$ cat config.mk
export PLATFORM = sky130hd
export DESIGN_NAME = pal_attr_ctrl
export DESIGN_NICKNAME = d
export VERILOG_FILES = /design/src/rtl/attr_pkg.sv /design/src/rtl/attr_port_seq.sv /design/src/rtl/attr_regs.sv /design/src/rtl/attr_color_pipe.sv /design/src/rtl/pal_attr_ctrl.sv
export SDC_FILE = /design/constraint.sdc
export NUM_CORES = 1
export LEC_CHECK = 0
export BUFFER_PORTS_ARGS = -buffer_cell sky130_fd_sc_hd__buf_2
export CAP_MARGIN = 10
export CELL_PAD_IN_SITES_DETAIL_PLACEMENT = 1
export CELL_PAD_IN_SITES_GLOBAL_PLACEMENT = 1
export CORE_MARGIN = 2
export CORE_UTILIZATION = 30
export CTS_BUF_LIST = sky130_fd_sc_hd__clkbuf_2 sky130_fd_sc_hd__clkbuf_4 sky130_fd_sc_hd__clkbuf_8
export DETAILED_ROUTE_END_ITERATION = 7
export GPL_TIMING_DRIVEN = 0
export MAX_ROUTING_LAYER = met4
export PLACE_DENSITY = 0.58
export SLEW_MARGIN = 10
export SYNTH_ARGS = -nofsm -noshare
export SYNTH_HDL_FRONTEND = slang
export SYNTH_HIERARCHICAL = 1
export SYNTH_SLANG_ARGS = --single-unit
$ cat constraint.sdc
create_clock -name clk -period 2.5 [get_ports clk]
set_clock_uncertainty 0.15 [all_clocks]
set_input_delay 0.625 -clock clk [delete_from_list [all_inputs] [get_ports clk]]
set_output_delay 0.625 -clock clk [all_outputs]
set_load 0.02 [all_outputs]
$ cat src/rtl/attr_pkg.sv
package attr_pkg;
  localparam int HOST_W  = 8;
  localparam int IDX_W   = 5;
  localparam int PIX_W   = 4;
  localparam int COLOR_W = 6;
  localparam int NUM_PAL = 1 << PIX_W;

  localparam logic [IDX_W-1:0] SEL_MODE  = IDX_W'(NUM_PAL);
  localparam logic [IDX_W-1:0] SEL_OVS   = IDX_W'(NUM_PAL + 1);
  localparam logic [IDX_W-1:0] SEL_PLANE = IDX_W'(NUM_PAL + 2);
  localparam logic [IDX_W-1:0] SEL_PAN   = IDX_W'(NUM_PAL + 3);

  typedef enum logic [1:0] {
    PAIR_RB   = 2'd0,
    PAIR_GSB  = 2'd1,
    PAIR_SGSR = 2'd2,
    PAIR_NONE = 2'd3
  } pair_sel_e;
endpackage

$ cat src/rtl/attr_port_seq.sv
module attr_port_seq #(
  parameter int HOST_W = 8,
  parameter int IDX_W  = 5
) (
  input  logic              clk,
  input  logic              rst_n,
  input  logic              wr,
  input  logic [HOST_W-1:0] wdata,
  input  logic              stat_rd,
  output logic              data_we,
  output logic [IDX_W-1:0]  idx,
  output logic              out_en
);
  logic             phase_q, phase_d;
  logic [IDX_W-1:0] idx_q, idx_d;
  logic             en_q, en_d;
  logic             accept, sel_load;

  logic unused_hi;
  assign unused_hi = ^wdata[HOST_W-1:IDX_W+1];

  always_comb begin
    accept   = wr && !stat_rd;
    sel_load = accept && !phase_q;
    data_we  = accept && phase_q;
    phase_d  = phase_q;
    if (stat_rd)     phase_d = 1'b0;
    else if (accept) phase_d = !phase_q;
    idx_d = idx_q;
    en_d  = en_q;
    if (sel_load) begin
      idx_d = wdata[IDX_W-1:0];
      en_d  = wdata[IDX_W];
    end
  end

  always_ff @(posedge clk or negedge rst_n) begin
    if (!rst_n) begin
      phase_q <= 1'b0;
      idx_q   <= '0;
      en_q    <= 1'b0;
    end else begin
      phase_q <= phase_d;
      idx_q   <= idx_d;
      en_q    <= en_d;
    end
  end

  assign idx    = idx_q;
  assign out_en = en_q;

  assert_phase_flip_R1: assert property (@(posedge clk) disable iff (!rst_n)
    (wr && !stat_rd) |=> (phase_q != $past(phase_q)));
  assert_status_rewind_R2: assert property (@(posedge clk) disable iff (!rst_n)
    stat_rd |=> !phase_q);
  assert_status_no_load_R2: assert property (@(posedge clk) disable iff (!rst_n)
    stat_rd |=> ($stable(idx_q) && $stable(en_q)));
endmodule

$ cat src/rtl/attr_regs.sv
module attr_regs
  import attr_pkg::*;
#(
  parameter int NPAL = 16,
  parameter int CW   = 6,
  parameter int IW   = 5,
  parameter int HW   = 8
) (
  input  logic                     clk,
  input  logic                     rst_n,
  input  logic                     data_we,
  input  logic [IW-1:0]            idx,
  input  logic                     out_en,
  input  logic [HW-1:0]            wdata,
  output logic [NPAL-1:0][CW-1:0]  pal,
  output logic [3:0]               mode,
  output logic [CW-1:0]            ovs,
  output logic [5:0]               plane,
  output logic [3:0]               pan
);
  logic [NPAL-1:0][CW-1:0] pal_q, pal_d;
  logic [3:0]    mode_q, mode_d, pan_q, pan_d;
  logic [CW-1:0] ovs_q, ovs_d;
  logic [5:0]    plane_q, plane_d;

  for (genvar g = 0; g < NPAL; g++) begin : g_entry
    logic hit;
    always_comb begin
      hit      = data_we && !out_en && (idx == IW'(g));
      pal_d[g] = hit ? wdata[CW-1:0] : pal_q[g];
    end
    always_ff @(posedge clk or negedge rst_n) begin
      if (!rst_n) pal_q[g] <= '0;
      else        pal_q[g] <= pal_d[g];
    end
  end

  always_comb begin
    mode_d  = mode_q;
    ovs_d   = ovs_q;
    plane_d = plane_q;
    pan_d   = pan_q;
    if (data_we) begin
      case (idx)
        SEL_MODE:  mode_d  = wdata[3:0];
        SEL_OVS:   ovs_d   = wdata[CW-1:0];
        SEL_PLANE: plane_d = wdata[5:0];
        SEL_PAN:   pan_d   = wdata[3:0];
        default: ;
      endcase
    end
  end

  always_ff @(posedge clk or negedge rst_n) begin
    if (!rst_n) begin
      mode_q  <= '0;
      ovs_q   <= '0;
      plane_q <= '0;
      pan_q   <= '0;
    end else begin
      mode_q  <= mode_d;
      ovs_q   <= ovs_d;
      plane_q <= plane_d;
      pan_q   <= pan_d;
    end
  end

  assign pal   = pal_q;
  assign mode  = mode_q;
  assign ovs   = ovs_q;
  assign plane = plane_q;
  assign pan   = pan_q;

  assert_palette_locked_R4: assert property (@(posedge clk) disable iff (!rst_n)
    out_en |=> $stable(pal_q));
  assert_unused_sel_R3: assert property (@(posedge clk) disable iff (!rst_n)
    (data_we && idx > SEL_PAN) |=>
      ($stable(pal_q) && $stable(mode_q) && $stable(ovs_q) && $stable(plane_q) && $stable(pan_q)));
endmodule

$ cat src/rtl/attr_color_pipe.sv
module attr_color_pipe
  import attr_pkg::*;
#(
  parameter int PW   = 4,
  parameter int CW   = 6,
  parameter int NPAL = 16
) (
  input  logic                    clk,
  input  logic                    rst_n,
  input  logic [PW-1:0]           pix,
  input  logic                    blank,
  input  logic                    out_en,
  input  logic [NPAL-1:0][CW-1:0] pal,
  input  logic [5:0]              plane,
  input  logic [CW-1:0]           ovs,
  output logic [CW-1:0]           color,
  output logic [1:0]              pair
);
  logic [CW-1:0] color_q, color_d;
  logic [PW-1:0] code;
  pair_sel_e     psel;

  always_comb begin
    code = pix & plane[PW-1:0];
    if (!out_en)    color_d = '0;
    else if (blank) color_d = ovs;
    else            color_d = pal[code];
  end

  always_ff @(posedge clk or negedge rst_n) begin
    if (!rst_n) color_q <= '0;
    else        color_q <= color_d;
  end

  always_comb begin
    psel = pair_sel_e'(plane[5:4]);
    case (psel)
      PAIR_RB:   pair = {color_q[2], color_q[0]};
      PAIR_GSB:  pair = {color_q[1], color_q[3]};
      PAIR_SGSR: pair = {color_q[4], color_q[5]};
      default:   pair = 2'b00;
    endcase
  end

  assign color = color_q;

  assert_dark_when_open_R7: assert property (@(posedge clk) disable iff (!rst_n)
    !out_en |=> (color_q == '0));
  assert_border_colour_R6: assert property (@(posedge clk) disable iff (!rst_n)
    (out_en && blank) |=> (color_q == $past(ovs)));
endmodule

$ cat src/rtl/pal_attr_ctrl.sv
module pal_attr_ctrl
  import attr_pkg::*;
(
  input  logic               clk,
  input  logic               rst_n,
  input  logic               host_wr,
  input  logic [HOST_W-1:0]  host_wdata,
  input  logic               stat_rd,
  input  logic [PIX_W-1:0]   pix_in,
  input  logic               blank,
  output logic [COLOR_W-1:0] color_out,
  output logic [1:0]         stat_pair,
  output logic               out_enable,
  output logic [3:0]         mode_bits,
  output logic [3:0]         pan_shift
);
  logic                          data_we;
  logic [IDX_W-1:0]              idx;
  logic                          en;
  logic [NUM_PAL-1:0][COLOR_W-1:0] pal;
  logic [COLOR_W-1:0]            ovs;
  logic [5:0]                    plane;

  attr_port_seq #(.HOST_W(HOST_W), .IDX_W(IDX_W)) u_seq (
    .clk(clk), .rst_n(rst_n), .wr(host_wr), .wdata(host_wdata),
    .stat_rd(stat_rd), .data_we(data_we), .idx(idx), .out_en(en)
  );

  attr_regs #(.NPAL(NUM_PAL), .CW(COLOR_W), .IW(IDX_W), .HW(HOST_W)) u_regs (
    .clk(clk), .rst_n(rst_n), .data_we(data_we), .idx(idx), .out_en(en),
    .wdata(host_wdata), .pal(pal), .mode(mode_bits), .ovs(ovs),
    .plane(plane), .pan(pan_shift)
  );

  attr_color_pipe #(.PW(PIX_W), .CW(COLOR_W), .NPAL(NUM_PAL)) u_pipe (
    .clk(clk), .rst_n(rst_n), .pix(pix_in), .blank(blank), .out_en(en),
    .pal(pal), .plane(plane), .ovs(ovs), .color(color_out), .pair(stat_pair)
  );

  assign out_enable = en;
endmodule

==> summary.md <==
| Metric | Value |
|---|---|
| Status | `completed` |
| Max clock buf depth | `2` |
| Drt pass-1 iters | `4` |
| Setup TNS | `0 ps` |
| Post-synth EDFFs | `0` |
| Fmax | `0.415 GHz` |
| Starting DRT DRC Count | `202` |
| Core area | `19600 sq um` |
| Via count | `3742` |
| Antenna violations before repair | `0` |
| PnR worst setup slack | `87.9 ps` |
| Count of antenna diodes in the layout | `0` |
| Worst skew pair latency | `450 ps` |
| Gate Count Post-Synth | `414` |
| DRC viols | `0` |
| Post-DP HPWL | `11000 um` |
| Clock-pin slew on the worst setup and hold paths | `80 ps` |
| Distinct cells, synth | `42` |
| Total GRT Usage | `16.1%` |
| Slew Limit Headroom | `46.2%` |
| Reg2reg end | `u_regs/pal[38]` |
| I/O pins | `34` |
| Vias in the first global route | `4090` |
| Worst Hold Path Cells | `2` |
| Cells after DPL | `711` |
| Finished Layout Cells | `745` |
| Initial core utilization | `30.7%` |
| R2R Path Start | `u_seq/out_en` |
| Yosys warns | `6` |
| Layout Nets | `484` |
| CTS tree | `yes` |
| Worst hold slack | `232 ps` |
| Crit-path slowest cell | `or4b_2` |
| Seq/Total Area, Yosys | `53.6%` |
| RD Place Congestion | `0.746` |
| Die Width | `146 um` |
| Total power | `5.22 mW` |
| Crit path required time | `2690 ps` |
| Post-layout util | `36.0%` |
| Power Density | `740 nW/um^2` |
| ANT nets after route | `0` |
| Post-synth top area cell | `dfrtp_1` |
| CTS Buf Count | `17` |
| Min-delay src | `stat_rd` |
| VDD IR max | `366 uV` |
| Syn_nets | `431` |
| Startpoint types | `register` |
| FFs w/ async S/R, synth | `100%` |
| Clock sinks | `129` |
| DR WL met2 | `7890 um` |
| Routed wire length on met3 | `467 um` |
| Buf+Inv Stages, Crit Path | `1` |
| Met1 WL | `7080 um` |
| Synth Area per Inst | `14.5 sq um` |
| Max incr delay on CP | `680 ps` |
| DP Area | `6540 sq um` |
| Number of port buffers | `31` |
| Hold Violations, Final | `0` |
| Via density | `5.02` |
| WL/cell | `21.0 um` |
| Mapped Area | `6020 sq um` |
| Pre-CTS setup slack | `-513 ps` |
| RSZ-0062 raised after global routing | `true` |
| Post-Route WL | `15600 um` |
| R2R cell count | `4` |
| Synth top area cells | `dfrtp_1 54%, mux2_2 23%, mux4_2 7.5%, mux4_1 1.7%, nand2_1 1.1%` |
| Htree depth | `4` |
| Minimum clock period | `2410 ps` |
| Max-Cap Viols | `0` |
| Largest net degree at the start of global routing | `86` |
| Hold Path Class | `in2reg` |
| Flop2flop setup slack | `90 ps` |
| Slew Limit Fails | `0` |
| CP Data Arrival Time | `2610 ps` |
| Synth Register Bits | `129` |
| GR Overflow Total | `0` |
| CTS root buf | `clkbuf_8` |
| Post-synth top flop | `dfrtp_1` |
| Commonest non-fill, non-tap cell in the layout | `dfrtp_1` |
| Die H | `146 um` |
| Crit path max fanout | `14` |
| Final setup fails | `0` |
| Most frequent cells in the layout | `129 x dfrtp_1, 122 x mux2_2, 34 x buf_2, 20 x mux4_2, 19 x clkbuf_8` |
| LEAKAGE | `3.38 nW` |
| Top Layer Used | `met4` |
| Crit end category | `register` |
| Share of layout cells above drive strength 1 | `49.0%` |
| Synth top area share | `53.6%` |
| Crit-path cells | `nand4bb_2 > or4b_2 > buf_2 > mux2_2` |
| Die area | `21200 sq um` |
| Design Area, Final | `7060 sq um` |
| Crit Path Category | `reg2reg` |
| Worst slew pin tran | `801 ps` |
| Period utilization | `96.5%` |
| Hold endpoint | `u_seq/phase_q` |
| Syn-to-layout area delta | `17.3%` |
| Core Rows | `51` |
| First-pass GRT wire length | `24800 um` |
| Top Family by Delay on Critical Path | `simple AND/OR/NAND/NOR gates` |
## per-layer routing
layer	vias to the layer above	GRT usage (%)
li1	1652	-
met1	2022	20.8
met2	58	25.7
met3	10	3.42
met4	0	4.85
met5	-	-
## what timing repair did
action,CTS,global route
pin swaps,1,0
gates resized for setup,5,3
endpoints found under the setup margin,30,26
endpoints found under the hold margin,44,0
hold buffers,1,0
buffers inserted,1,0
## how the worst max path moves through the flow
stage / start / to / slack, ps / depth (start not counted)
floorplan: stat_rd / u_regs/pal[16] / 20 / 5
global placement: rst_n / u_regs/pan[0] / -1010 / 1
detailed placement: stat_rd / u_regs/pal[44] / -510 / 5
CTS: u_seq/phase_q / u_regs/pal[39] / 40 / 5
global route: u_seq/phase_q / u_regs/pal[50] / -30 / 4
finish: u_seq/out_en / u_regs/pal[38] / 90 / 4
## cells in the mapped netlist, types with 5 or more instances
| cell | count |
|---|---|
| inv_1 | 5 |
| nor3_1 | 10 |
| dfrtp_1 | 129 |
| a22oi_1 | 5 |
| o21ai_0 | 7 |
| mux2_2 | 122 |
| nor2_1 | 8 |
| mux4_2 | 20 |
| a21oi_1 | 7 |
| nand2_1 | 18 |
| clkbuf_1 | 12 |
| nand3_1 | 10 |
| and3_1 | 9 |
| nor4_1 | 5 |
## report_power, final
| group | leakage (nW) | internal, mW | switching [mW] | total (mW) |
|---|---|---|---|---|
| clock | 0.231 | 1.28 | 0.849 | 2.13 |
| sequential | 1.77 | 2.28 | 0.121 | 2.40 |
| combinational | 1.38 | 0.333 | 0.361 | 0.694 |
## registers in the layout, indices dropped and copies added (netlist names)
register and flops:
u_regs/ovs 6, u_seq/out_en 1, u_regs/pal 96, u_pipe/color 6, u_regs/pan 4, u_regs/mode 4
u_regs/plane 6, u_seq/phase_q 1, u_seq/idx 5
## worst reg2reg max path, stage by stage (launching register included)
cell,delay [ps]
dfrtp_1,550
nand4bb_2,430
or4b_2,680
buf_2,210
mux2_2,290
## kinds of logic (layout without fill, tap and decap cells)
kind of cell,count (synthesis),after routing,synth area share (%)
and+or+nand+nor,89,89,9.32
buffers and inverters,27,93,2.56
xor gates and xnor gates,1,1,0.146
muxes,148,148,32.4
DFF,129,129,53.6
AOI/OAI and AO/OA,20,20,1.93
## cell type report
class / instances / area [sq um]
well taps: 265 / 332
plain buffers: 22 / 135
flip-flops and latches: 129 / 3230
inverters: 5 / 18.8
clock inverters: 15 / 240
fillers: 2073 / 12500
repair buffers: 34 / 206
clock buffers: 17 / 234
multi-input cells: 258 / 2660
No activity file was read; power rests on OpenSTA's default activity.
